--- config.mk ---
export PLATFORM = sky130hd
export DESIGN_NAME = rtc_core
export DESIGN_NICKNAME = d
export VERILOG_FILES = /design/src/rtl/rtc_pkg.sv /design/src/rtl/rtc_prescaler.sv /design/src/rtl/rtc_calendar.sv /design/src/rtl/rtc_alarm.sv /design/src/rtl/rtc_core.sv
export SDC_FILE = /design/constraint.sdc
export NUM_CORES = 1
export LEC_CHECK = 0
export ABC_AREA = 1
export CAP_MARGIN = 15
export CORE_MARGIN = 5
export CORE_UTILIZATION = 60
export DETAILED_ROUTE_END_ITERATION = 10
export DONT_BUFFER_PORTS = 1
export PLACE_DENSITY = 0.74
export SYNTH_ARGS = -nofsm -noshare
export SYNTH_HDL_FRONTEND = slang
export SYNTH_SLANG_ARGS = --single-unit
--- constraint.sdc ---
create_clock -name clk -period 11 [get_ports clk]
set_clock_uncertainty 0.2 [all_clocks]
set_input_delay 2.2 -clock clk [delete_from_list [all_inputs] [get_ports clk]]
set_output_delay 2.2 -clock clk [all_outputs]
set_load 0.005 [all_outputs]
--- src/rtl/rtc_pkg.sv ---
// Shared types, register addresses and calendar helper functions for the
// calendar real-time clock. All stored values are binary, 24-hour.
package rtc_pkg;

    localparam logic [3:0] ADDR_SEC   = 4'h0;
    localparam logic [3:0] ADDR_MIN   = 4'h1;
    localparam logic [3:0] ADDR_HOUR  = 4'h2;
    localparam logic [3:0] ADDR_DOW   = 4'h3;
    localparam logic [3:0] ADDR_DOM   = 4'h4;
    localparam logic [3:0] ADDR_MON   = 4'h5;
    localparam logic [3:0] ADDR_YEAR  = 4'h6;
    localparam logic [3:0] ADDR_CENT  = 4'h7;
    localparam logic [3:0] ADDR_ASEC  = 4'h8;
    localparam logic [3:0] ADDR_AMIN  = 4'h9;
    localparam logic [3:0] ADDR_AHOUR = 4'hA;
    localparam logic [3:0] ADDR_ADOM  = 4'hB;
    localparam logic [3:0] ADDR_MODE  = 4'hC;

    localparam int MODE_W = 5;

    typedef struct packed {
        logic [7:0] sec;
        logic [7:0] min;
        logic [7:0] hour;
        logic [7:0] dow;
        logic [7:0] dom;
        logic [7:0] mon;
        logic [7:0] year;
        logic [7:0] cent;
    } cal_t;

    // Binary to packed BCD; values above 99 wrap in the tens digit.
    function automatic logic [7:0] bcd_of(input logic [7:0] v);
        logic [7:0] t, o;
        t = v / 8'd10;
        o = v % 8'd10;
        return {t[3:0], o[3:0]};
    endfunction

    // Packed BCD to binary; illegal digits give a defined 8-bit result.
    function automatic logic [7:0] bin_of(input logic [7:0] b);
        return ({4'd0, b[7:4]} * 8'd10) + {4'd0, b[3:0]};
    endfunction

    // Leap test: year divisible by 4, year 0 also needs century divisible by 4.
    function automatic logic is_leap(input logic [7:0] yr, input logic [7:0] cent);
        return (yr[1:0] == 2'b00) && ((yr != 8'd0) || (cent[1:0] == 2'b00));
    endfunction

    // Last day of a month; unknown month numbers count as 31-day months.
    function automatic logic [7:0] month_days(input logic [7:0] mon, input logic leap);
        case (mon)
            8'd2:                    return leap ? 8'd29 : 8'd28;
            8'd4, 8'd6, 8'd9, 8'd11: return 8'd30;
            default:                 return 8'd31;
        endcase
    endfunction

endpackage

--- src/rtl/rtc_prescaler.sv ---
// Divides a reference pulse stream by PRESCALE into a one-cycle step pulse.
// Assumes ref_tick is a single-cycle strobe; the step appears one cycle after
// the PRESCALE-th reference pulse.
module rtc_prescaler #(
    parameter int PRESCALE = 32768
) (
    input  logic clk,
    input  logic rst_n,
    input  logic ref_tick,
    output logic tick_o
);
    localparam int CW = (PRESCALE > 1) ? $clog2(PRESCALE) : 1;
    localparam logic [CW-1:0] LAST = CW'(PRESCALE - 1);

    logic [CW-1:0] cnt_q;

    // Count reference pulses and emit a step on the last one.
    always_ff @(posedge clk) begin
        if (!rst_n) begin
            cnt_q  <= '0;
            tick_o <= 1'b0;
        end else begin
            tick_o <= 1'b0;
            if (ref_tick) begin
                if (cnt_q == LAST) begin
                    cnt_q  <= '0;
                    tick_o <= 1'b1;
                end else begin
                    cnt_q <= cnt_q + 1'b1;
                end
            end
        end
    end

    generate
        if (PRESCALE > 1) begin : g_chk
            // a divided step is never wider than one cycle
            a_r1_step_single: assert property (@(posedge clk) disable iff (!rst_n)
                tick_o |=> !tick_o);
        end
    endgenerate
endmodule

--- src/rtl/rtc_calendar.sv ---
// Time and calendar counter chain, binary 24-hour internally. Applies carries,
// month lengths, leap years, century roll and the two daylight-saving shifts.
// Assumes a register write in the same cycle as a step drops that step.
module rtc_calendar
    import rtc_pkg::*;
#(
    parameter int FWD_MON  = 3,
    parameter int FWD_DAY  = 10,
    parameter int BACK_MON = 11,
    parameter int BACK_DAY = 3
) (
    input  logic       clk,
    input  logic       rst_n,
    input  logic       tick_i,
    input  logic       hold_i,
    input  logic       dst_en_i,
    input  logic       wr_en_i,
    input  logic [2:0] wr_sel_i,
    input  logic [7:0] wr_val_i,
    output cal_t       cal_o,
    output logic       stepped_o
);
    localparam logic [7:0] FWD_M  = 8'(FWD_MON);
    localparam logic [7:0] FWD_D  = 8'(FWD_DAY);
    localparam logic [7:0] BACK_M = 8'(BACK_MON);
    localparam logic [7:0] BACK_D = 8'(BACK_DAY);

    cal_t cal_q, nxt;
    logic fell_q;
    logic advance;
    logic c_sec, c_min, c_hour, c_day, c_mon, c_year;
    logic jump_fwd, repeat_hr;
    logic [7:0] dim;

    assign advance = tick_i && !hold_i && !wr_en_i;
    assign cal_o   = cal_q;

    // Carry terms; >= gives defined wrap from out-of-range written values.
    always_comb begin
        dim       = month_days(cal_q.mon, is_leap(cal_q.year, cal_q.cent));
        c_sec     = cal_q.sec >= 8'd59;
        c_min     = c_sec && (cal_q.min >= 8'd59);
        c_hour    = c_min && (cal_q.hour >= 8'd23);
        c_day     = c_hour && (cal_q.dom >= dim);
        c_mon     = c_day && (cal_q.mon >= 8'd12);
        c_year    = c_mon && (cal_q.year >= 8'd99);
        jump_fwd  = dst_en_i && (cal_q.mon == FWD_M) && (cal_q.dom == FWD_D)
                    && (cal_q.hour == 8'd1);
        repeat_hr = dst_en_i && (cal_q.mon == BACK_M) && (cal_q.dom == BACK_D)
                    && (cal_q.hour == 8'd1) && !fell_q;
    end

    // Next-state of every field for one step.
    always_comb begin
        nxt     = cal_q;
        nxt.sec = c_sec ? 8'd0 : cal_q.sec + 8'd1;
        if (c_sec)  nxt.min = c_min ? 8'd0 : cal_q.min + 8'd1;
        if (c_min) begin
            if (c_hour)         nxt.hour = 8'd0;
            else if (jump_fwd)  nxt.hour = 8'd3;
            else if (repeat_hr) nxt.hour = 8'd1;
            else                nxt.hour = cal_q.hour + 8'd1;
        end
        if (c_hour) begin
            nxt.dow = (cal_q.dow >= 8'd7) ? 8'd1 : cal_q.dow + 8'd1;
            nxt.dom = c_day ? 8'd1 : cal_q.dom + 8'd1;
        end
        if (c_day)  nxt.mon  = c_mon ? 8'd1 : cal_q.mon + 8'd1;
        if (c_mon)  nxt.year = c_year ? 8'd0 : cal_q.year + 8'd1;
        if (c_year) nxt.cent = (cal_q.cent >= 8'd99) ? 8'd0 : cal_q.cent + 8'd1;
    end

    // Register update: software write wins, else a step applies.
    always_ff @(posedge clk) begin
        if (!rst_n) begin
            cal_q     <= '{sec: 8'd0, min: 8'd0, hour: 8'd0, dow: 8'd1,
                           dom: 8'd1, mon: 8'd1, year: 8'd0, cent: 8'd20};
            fell_q    <= 1'b0;
            stepped_o <= 1'b0;
        end else begin
            stepped_o <= advance;
            if (wr_en_i) begin
                case (wr_sel_i)
                    3'd0: cal_q.sec  <= wr_val_i;
                    3'd1: cal_q.min  <= wr_val_i;
                    3'd2: cal_q.hour <= wr_val_i;
                    3'd3: cal_q.dow  <= wr_val_i;
                    3'd4: cal_q.dom  <= wr_val_i;
                    3'd5: cal_q.mon  <= wr_val_i;
                    3'd6: cal_q.year <= wr_val_i;
                    default: cal_q.cent <= wr_val_i;
                endcase
            end else if (advance) begin
                cal_q <= nxt;
                if (c_hour)                 fell_q <= 1'b0;
                else if (c_min && repeat_hr) fell_q <= 1'b1;
            end
        end
    end

    // a second below 58 steps by exactly one
    a_r1_sec_step: assert property (@(posedge clk) disable iff (!rst_n)
        (advance && cal_q.sec < 8'd58) |=> cal_o.sec == $past(cal_q.sec) + 8'd1);
    // a step that does not wrap minutes leaves hour and date alone
    a_r4_no_early_carry: assert property (@(posedge clk) disable iff (!rst_n)
        (advance && cal_q.min < 8'd59) |=> ($stable(cal_o.hour) && $stable(cal_o.dom)
                                             && $stable(cal_o.dow)));
    // a frozen step changes nothing
    a_r9_frozen: assert property (@(posedge clk) disable iff (!rst_n)
        (tick_i && hold_i && !wr_en_i) |=> $stable(cal_o));
    // the spring shift lands on hour 3
    a_r7_spring: assert property (@(posedge clk) disable iff (!rst_n)
        (advance && dst_en_i && cal_q.mon == FWD_M && cal_q.dom == FWD_D
         && cal_q.hour == 8'd1 && cal_q.min == 8'd59 && cal_q.sec == 8'd59)
        |=> cal_o.hour == 8'd3);
endmodule

--- src/rtl/rtc_alarm.sv ---
// Alarm setting store, comparator and sticky pending flag with a selectable
// interrupt level. A match is only taken right after a counter step.
module rtc_alarm
    import rtc_pkg::*;
(
    input  logic       clk,
    input  logic       rst_n,
    input  logic       wr_en_i,
    input  logic [1:0] wr_sel_i,
    input  logic [7:0] wr_val_i,
    input  cal_t       cal_i,
    input  logic       stepped_i,
    input  logic       clr_i,
    input  logic       irq_high_i,
    output logic [7:0] al_sec_o,
    output logic [7:0] al_min_o,
    output logic [7:0] al_hour_o,
    output logic [7:0] al_dom_o,
    output logic       match_o,
    output logic       irq_o
);
    logic flag_q;

    // Store alarm fields; day 0 at reset keeps the alarm disarmed.
    always_ff @(posedge clk) begin
        if (!rst_n) begin
            al_sec_o  <= 8'd0;
            al_min_o  <= 8'd0;
            al_hour_o <= 8'd0;
            al_dom_o  <= 8'd0;
        end else if (wr_en_i) begin
            case (wr_sel_i)
                2'd0: al_sec_o  <= wr_val_i;
                2'd1: al_min_o  <= wr_val_i;
                2'd2: al_hour_o <= wr_val_i;
                default: al_dom_o <= wr_val_i;
            endcase
        end
    end

    // Compare only in the cycle after a step so the pulse is one cycle wide.
    assign match_o = stepped_i && (cal_i.sec == al_sec_o) && (cal_i.min == al_min_o)
                     && (cal_i.hour == al_hour_o) && (cal_i.dom == al_dom_o);

    // Pending flag: a match sets it, a clear drops it, a match wins a tie.
    always_ff @(posedge clk) begin
        if (!rst_n)       flag_q <= 1'b0;
        else if (match_o) flag_q <= 1'b1;
        else if (clr_i)   flag_q <= 1'b0;
    end

    assign irq_o = irq_high_i ? flag_q : !flag_q;

    // a match always leaves the flag pending
    a_r11_match_sets: assert property (@(posedge clk) disable iff (!rst_n)
        match_o |=> flag_q);
    // a pending flag drops only through a clear
    a_r12_flag_sticky: assert property (@(posedge clk) disable iff (!rst_n)
        (flag_q && !clr_i) |=> flag_q);
endmodule

--- src/rtl/rtc_core.sv ---
// Top of the calendar clock: prescaler, counter chain, alarm, mode register
// and the register port that translates BCD/binary and 12/24-hour on access.
module rtc_core
    import rtc_pkg::*;
#(
    parameter int PRESCALE = 32768,
    parameter int FWD_MON  = 3,
    parameter int FWD_DAY  = 10,
    parameter int BACK_MON = 11,
    parameter int BACK_DAY = 3
) (
    input  logic       clk,
    input  logic       rst_n,
    input  logic       ref_tick,
    input  logic       wr_en,
    input  logic [3:0] addr,
    input  logic [7:0] wdata,
    output logic [7:0] rdata,
    output logic       alarm_match_o,
    output logic       irq_o
);
    logic [MODE_W-1:0] mode_q;
    logic tick, stepped, is_hr, cal_wr, al_wr, mode_wr;
    logic [7:0] wval, field;
    logic [7:0] al_sec, al_min, al_hour, al_dom;
    cal_t cal;

    // Port value to stored binary 24-hour value.
    function automatic logic [7:0] dec_val(input logic [7:0] d, input logic hr,
                                           input logic bin, input logic h12);
        logic [7:0] raw, h;
        logic pm;
        pm  = hr && h12 && d[7];
        raw = (hr && h12) ? {1'b0, d[6:0]} : d;
        h   = bin ? raw : bin_of(raw);
        if (hr && h12) begin
            if (h == 8'd12) h = pm ? 8'd12 : 8'd0;
            else if (pm)    h = h + 8'd12;
        end
        return h;
    endfunction

    // Stored binary 24-hour value to port value.
    function automatic logic [7:0] enc_val(input logic [7:0] v, input logic hr,
                                           input logic bin, input logic h12);
        logic [7:0] h, o;
        logic pm;
        pm = 1'b0;
        h  = v;
        if (hr && h12) begin
            pm = v >= 8'd12;
            if (v == 8'd0)       h = 8'd12;
            else if (v > 8'd12)  h = v - 8'd12;
        end
        o = bin ? h : bcd_of(h);
        if (hr && h12) o = {pm, o[6:0]};
        return o;
    endfunction

    assign is_hr   = (addr == ADDR_HOUR) || (addr == ADDR_AHOUR);
    assign cal_wr  = wr_en && (addr[3] == 1'b0);
    assign al_wr   = wr_en && (addr[3:2] == 2'b10);
    assign mode_wr = wr_en && (addr == ADDR_MODE);
    assign wval    = dec_val(wdata, is_hr, mode_q[0], mode_q[1]);

    // Mode register; bit 7 of a write is a clear strobe, not stored.
    always_ff @(posedge clk) begin
        if (!rst_n)       mode_q <= '0;
        else if (mode_wr) mode_q <= wdata[MODE_W-1:0];
    end

    rtc_prescaler #(.PRESCALE(PRESCALE)) u_div (
        .clk(clk), .rst_n(rst_n), .ref_tick(ref_tick), .tick_o(tick));

    rtc_calendar #(.FWD_MON(FWD_MON), .FWD_DAY(FWD_DAY),
                   .BACK_MON(BACK_MON), .BACK_DAY(BACK_DAY)) u_cal (
        .clk(clk), .rst_n(rst_n), .tick_i(tick), .hold_i(mode_q[3]),
        .dst_en_i(mode_q[2]), .wr_en_i(cal_wr), .wr_sel_i(addr[2:0]),
        .wr_val_i(wval), .cal_o(cal), .stepped_o(stepped));

    rtc_alarm u_alm (
        .clk(clk), .rst_n(rst_n), .wr_en_i(al_wr), .wr_sel_i(addr[1:0]),
        .wr_val_i(wval), .cal_i(cal), .stepped_i(stepped),
        .clr_i(mode_wr && wdata[7]), .irq_high_i(mode_q[4]),
        .al_sec_o(al_sec), .al_min_o(al_min), .al_hour_o(al_hour),
        .al_dom_o(al_dom), .match_o(alarm_match_o), .irq_o(irq_o));

    // Read mux with translation into the current encoding.
    always_comb begin
        case (addr)
            ADDR_SEC:   field = cal.sec;
            ADDR_MIN:   field = cal.min;
            ADDR_HOUR:  field = cal.hour;
            ADDR_DOW:   field = cal.dow;
            ADDR_DOM:   field = cal.dom;
            ADDR_MON:   field = cal.mon;
            ADDR_YEAR:  field = cal.year;
            ADDR_CENT:  field = cal.cent;
            ADDR_ASEC:  field = al_sec;
            ADDR_AMIN:  field = al_min;
            ADDR_AHOUR: field = al_hour;
            ADDR_ADOM:  field = al_dom;
            default:    field = 8'd0;
        endcase
        if (addr == ADDR_MODE) rdata = {{(8-MODE_W){1'b0}}, mode_q};
        else                   rdata = enc_val(field, is_hr, mode_q[0], mode_q[1]);
    end
endmodule

Yosys cells after proc, flatten, opt, wreduce, memory -nomap -nowiden
Cells that the tools add are included.

Register bits: 120. Bits of input ports: 16. Logic and storage cells: 204.

$mul: 1. Divide/modulo/power cells: 2. Reduce and logical (&&, ||, !) cells: 65. Order comparisons: 10. Muxes and demuxes: 49. Bitwise operators: 3. $add $sub $neg: 12. Eq/ne operators: 44.

Operator list (number): $mux W8 (35); $mux W64 (2); $pmux W8 S12 (1); $add A8 B1 Y8 const B (8); $eq A8 B4 Y1 const B (4); $eq A8 B8 Y1 (4); $logic_and A1 B1 Y1 (26); $eq A8 B2 Y1 const B (3); $reduce_and A3 Y1 (8); $eq A4 B4 Y1 const B (5); $reduce_bool A2 Y1 (9); $eq A4 B3 Y1 const B (4); $eq A8 B3 Y1 const B (2); $ge A8 B4 Y1 const B (2); $ge A8 B6 Y1 const B (2); $ge A8 B7 Y1 const B (2); $mux W16 (1); $ne A2 B2 Y1 const B (8); $pmux W8 S2 (1); $add A15 B1 Y15 const B (1); $eq A15 B15 Y1 const B (1); $mux W15 (1); $reduce_and A2 Y1 (6); $eq A3 B3 Y1 const B (3); other kinds (30) (47).

Logic depth before layout (Yosys ltp)
Depth in word-level cells: 13. Gate-level depth with buffers: 40. Mapped depth without buffers: 40.

Modules after synthesis
From an unflattened synthesis, not the netlist that was laid out.

Cells, all modules: 1499. Area total of the unflattened synthesis: 9148.8 µm².

By module, submodules not included: rtc_calendar (times used 1, area an instance 3952.5 µm², sequential area each 1321.3 µm², cells an instance 592); rtc_core (times used 1, area an instance 2431.1 µm², sequential area each 100.1 µm², cells an instance 482); rtc_alarm (times used 1, area an instance 1938.1 µm², sequential area each 660.6 µm², cells an instance 314); rtc_prescaler (times used 1, area an instance 827.0 µm², sequential area each 320.3 µm², cells an instance 111).

Worst setup path before layout
OpenSTA, ideal clock, no wires.

Path kind: in2out. Start point: in addr[3]. End point: out rdata[3]. Data required time: 8.600 ns. Cell stages on the path: 36. Arrival: 5.212 ns. Path slack: 3.388 ns. Cells stage by stage: inv_2 nor2_4 buf_4 nand3_1 nand2_1 nor2_1 nand3_1 ha_1 nor2_1 nand4_1 nand2_1 inv_1 nor2_1 inv_1 a21oi_1 nand2_2 nand3_1 nand3_2 nand2_2 nand2_2 nand2_2 nand2_2 inv_2 nand2_2 nand2_2 nand2_2 nand2_1 inv_1 ha_1 inv_1 nand2_1 nand2_1 nand2_1 nand2_1 nand2_1 nand3_1.

Longest elaborated chain between the ends: 11.

Ends and longest elaborated chain: start, declared (line rtc_core.sv:16) `input logic [3:0] addr,`; $eq A4 B4 Y1, or another cell as far along (line rtc_core.sv:90) `case (addr)`; $pmux W8 S12 (line rtc_core.sv:90); $sub A8 B4 Y8 or $gt A8 B4 Y1 (tied branches) (line rtc_core.sv:53) `else if (v > 8'd12) h = v - 8'd12;`; $mux W8 (line rtc_core.sv:53); $mux W8 (line rtc_core.sv:52) `if (v == 8'd0) h = 8'd12;`; $mux W8 (line rtc_core.sv:50) `if (hr && h12) begin`; $mux W8 (line rtc_core.sv:105) `if (addr == ADDR_MODE) rdata = {{(8-MODE_W){1'b0}}, mode_q};`; $mod A8 B4 Y8 (line rtc_pkg.sv:36) `o = v % 8'd10;`; $mux W8 (line rtc_core.sv:55) `o = bin ? h : bcd_of(h);`; $mux W8 (line rtc_core.sv:56) `if (hr && h12) o = {pm, o[6:0]};`; $mux W8 * (line rtc_core.sv:105); end, declared (line rtc_core.sv:18) `output logic [7:0] rdata,`.

Mark *: on every way between the ends. The rest lies on a longest branch, timed or not. The select of a mux whose other input is x is not followed.

Worst setup path after layout
Start point: in addr[0]. End point: out rdata[3].

The elaborated chain is that of the path after synthesis.

==> impl_metrics.ini <==
[clock_network]
clk_pin_slew_ns = 0.06
clock_sinks = 120
cts_max_path_buffers = 2
cts_buffers = 17
htreeDepth = 4
clock-root-buffer = clkbuf_16
cts_setup_buffers = 0
hold_buffers = 0
cts_resized = 0
clock_latency_ns = 0.43
cts_tree = yes

[worst_setup_path]
slowest_stage = nor2_1
cp-start-kind = input pin
worstReg2RegStart = mode_q[1]
critPathMostFrequentCell = nand2_1
critPathMaxFanout = 11
crit_required_ns = 8.60
crit_arrival_ns = 6.05
endpoint_kind = output port
crit_path_start = addr[0]
cpPeakStageDelay_ns = 0.63
r2r.worst_path.cells = 18
r2r-end = u_cal.cal_o[2]
crit_end = rdata[3]
worstSetupPathType = in2out
rrSetupSlack_ns = 6.54

[floorplan]
rows = 42
dieWidth_um = 126
die-area_mm2 = 0.0158
die_y_um = 126
ios = 26
core_mm2 = 0.0132
start_util_pct = 60.8

[place]
port-buffer-count = 0
dp.final_hpwl_um = 19500
placed_cell_area_mm2 = 0.00813
place_inst = 1392
gp_congestion = 1.05

[sta]
tightest_slew_ns = 1.06
slew_headroom_pct = 29.3
slew_viol_final = 0
setup_violations = 0
fin_setup_tns_ns = 0
final_hold_viol_count = 0
min_period_ns = 8.45
max_freq_mhz = 118
timing.hold.ws_ns = 0.283
finalCritPeriodShare_pct = 76.8
rsz0062_at_grt = no

[synthesis]
synth_edf_count = 0
synthArstFlopShare_pct = 0
syn_area_mm2 = 0.00802
synth_warnings = 0
synth_nets = 1297
ys_ff_latch = 120
synth.avg_cell_area_um2 = 6.42
synthCells = 1249
seq_area_frac_synth_pct = 30.0
yosysUniqueCellTypes = 47
ys.flop_type = dfxtp_1

[routing]
drc = 0
wl_per_cell_um = 18.9
drtIter0Drc = 918
num_vias = 8710
first_pass_iters = 9
drt-vias-per-instance = 6.12
drt-total-wl_um = 26900
detail-route-antenna-nets = 0

[min_path]
hp-class = reg2reg
hp-start = u_div.cnt_q[12]

[run]
cap_violations = 0

[cells_and_area]
fillers = 1225
layoutNonFillerInstCount = 1424
drive_gt1_share_pct = 7.05
layout_commonest_cell = nand2_1
design_area_mm2 = 0.00873
final_nets = 1283
diodes = 0
post-route-util_pct = 66.2
layout_common_cells = 270 x nand2_1, 148 x inv_1, 122 x o21ai_0, 120 x dfxtp_1
area_growth_pct = 8.81

[power_and_ir_drop]
leakagePower_nw = 3.95
irDropWorstVdd_mv = 0.166
power_density_mw_per_mm2 = 132

[global_route]
grt-ovfl-total = 0
grt_pass1_wl_um = 42300
grt_pass1_vias = 7589
grt_use_total_pct = 33.8
grt_max_degree = 94
grt_antenna_before_repair = 1

[status]
status = finished, final reports clean
==> cell usage after synthesis, types with 6 or more instances <==
| cell | n | area share [%] |
|---|---|---|
| a21oi_1 | 91 | 5.7 |
| a31oi_1 | 34 | 2.7 |
| clkbuf_1 | 35 | 1.6 |
| dfxtp_1 | 120 | 30 |
| ha_1 | 30 | 4.7 |
| inv_1 | 148 | 6.9 |
| inv_2 | 6 | 0.28 |
| nand2_1 | 270 | 13 |
| nand2_2 | 14 | 1.1 |
| nand3_1 | 103 | 6.4 |
| nand3b_1 | 7 | 0.66 |
| nand4_1 | 19 | 1.5 |
| nor2_1 | 103 | 4.8 |
| nor2_2 | 12 | 0.94 |
| nor3_1 | 18 | 1.1 |
| nor4_1 | 8 | 0.62 |
| o211ai_1 | 12 | 1.1 |
| o21ai_0 | 122 | 7.6 |
| o21ai_1 | 8 | 0.50 |
| o22ai_1 | 8 | 0.62 |
| or2_2 | 10 | 0.78 |
| xor2_1 | 15 | 1.6 |
==> how the worst min path moves through the flow <==
| stage | cells past startpoint | endpoint | slack [ns] |
|---|---|---|---|
| 3_5_place_dp | 2 | u_div.cnt_q[12] | 0.27 |
| 3_3_place_gp | 2 | u_div.cnt_q[12] | 0.27 |
| 5_1_grt | 2 | u_div.cnt_q[1] | 0.31 |
| 6_report | 2 | u_div.cnt_q[12] | 0.28 |
| 4_1_cts | 2 | u_div.cnt_q[12] | 0.28 |
| 2_1_floorplan | 2 | mode_q[3] | 0.24 |
==> area by class of cell <==
class	count	area, um2	share of cell area [%]
sequential	120	2400	27.5
tap	176	220	2.52
clock buffer	20	457	5.23
clock inverter	12	139	1.59
multi-input combinational	934	4880	55.9
timing repair buffer	6	45.0	0.516
inverter	156	586	6.71
==> where the power goes <==
group / switching, mW / internal (mW) / total (mW)
clock: 0.216 / 0.348 / 0.564
combinational: 0.0947 / 0.0413 / 0.136
sequential: 0.0121 / 0.443 / 0.455
==> kinds of logic (layout without fill, tap and decap cells) <==
kind of cell	Yosys count	in the layout	synth area share, %
and+or+nand+nor	578	578	32.3
muxes	1	1	0.125
AOI/OAI and AO/OA	303	303	21.1
buffers and inverters	195	194	9.22
adders and majority gates	32	32	5.18
DFF	120	120	30.0
xor gates and xnor gates	20	20	2.18
==> flip-flops by register name (all words and copies together) (netlist names) <==
| name | flops |
|---|---|
| mode_q | 5 |
| u_alm.al_dom_o | 8 |
| u_alm.al_hour_o | 8 |
| u_alm.al_min_o | 8 |
| u_alm.al_sec_o | 8 |
| u_alm.flag_q | 1 |
| u_cal.cal_o | 64 |
| u_cal.fell_q | 1 |
| u_cal.stepped_o | 1 |
| u_div.cnt_q | 15 |
| u_div.tick_o | 1 |
==> routing by layer <==
metal	vias to the layer above	share of wire (%)	routed length [um]	GRT usage, %
met3	106	9.1	2440	8.38
met4	2	4.6	1240	15.5
li1	4190	-	-	-
met1	3980	44	11700	46.5
met2	432	43	11400	50.0
met5	-	0.045	12	0
==> worst max-delay path, delay by kind of cell <==
family | cells | cell delay (ns)
adder cells (fa/ha/maj) | 1 | 0.18
buffers and inverters | 5 | 0.40
XOR/XNOR | 1 | 0.30
AND/OR/NAND/NOR | 23 | 2.51
AO/OA/AOI/OAI | 2 | 0.43
==> metrics by stage <==
step	power, mW	setup WS (ns)
after floorplan	0.561	3.39
after global placement	0.595	2.74
after detailed placement	0.596	2.67
after CTS	1.15	2.65
after global routing	1.20	2.03
final	1.16	2.55
Power figures use the tool's default switching activity.
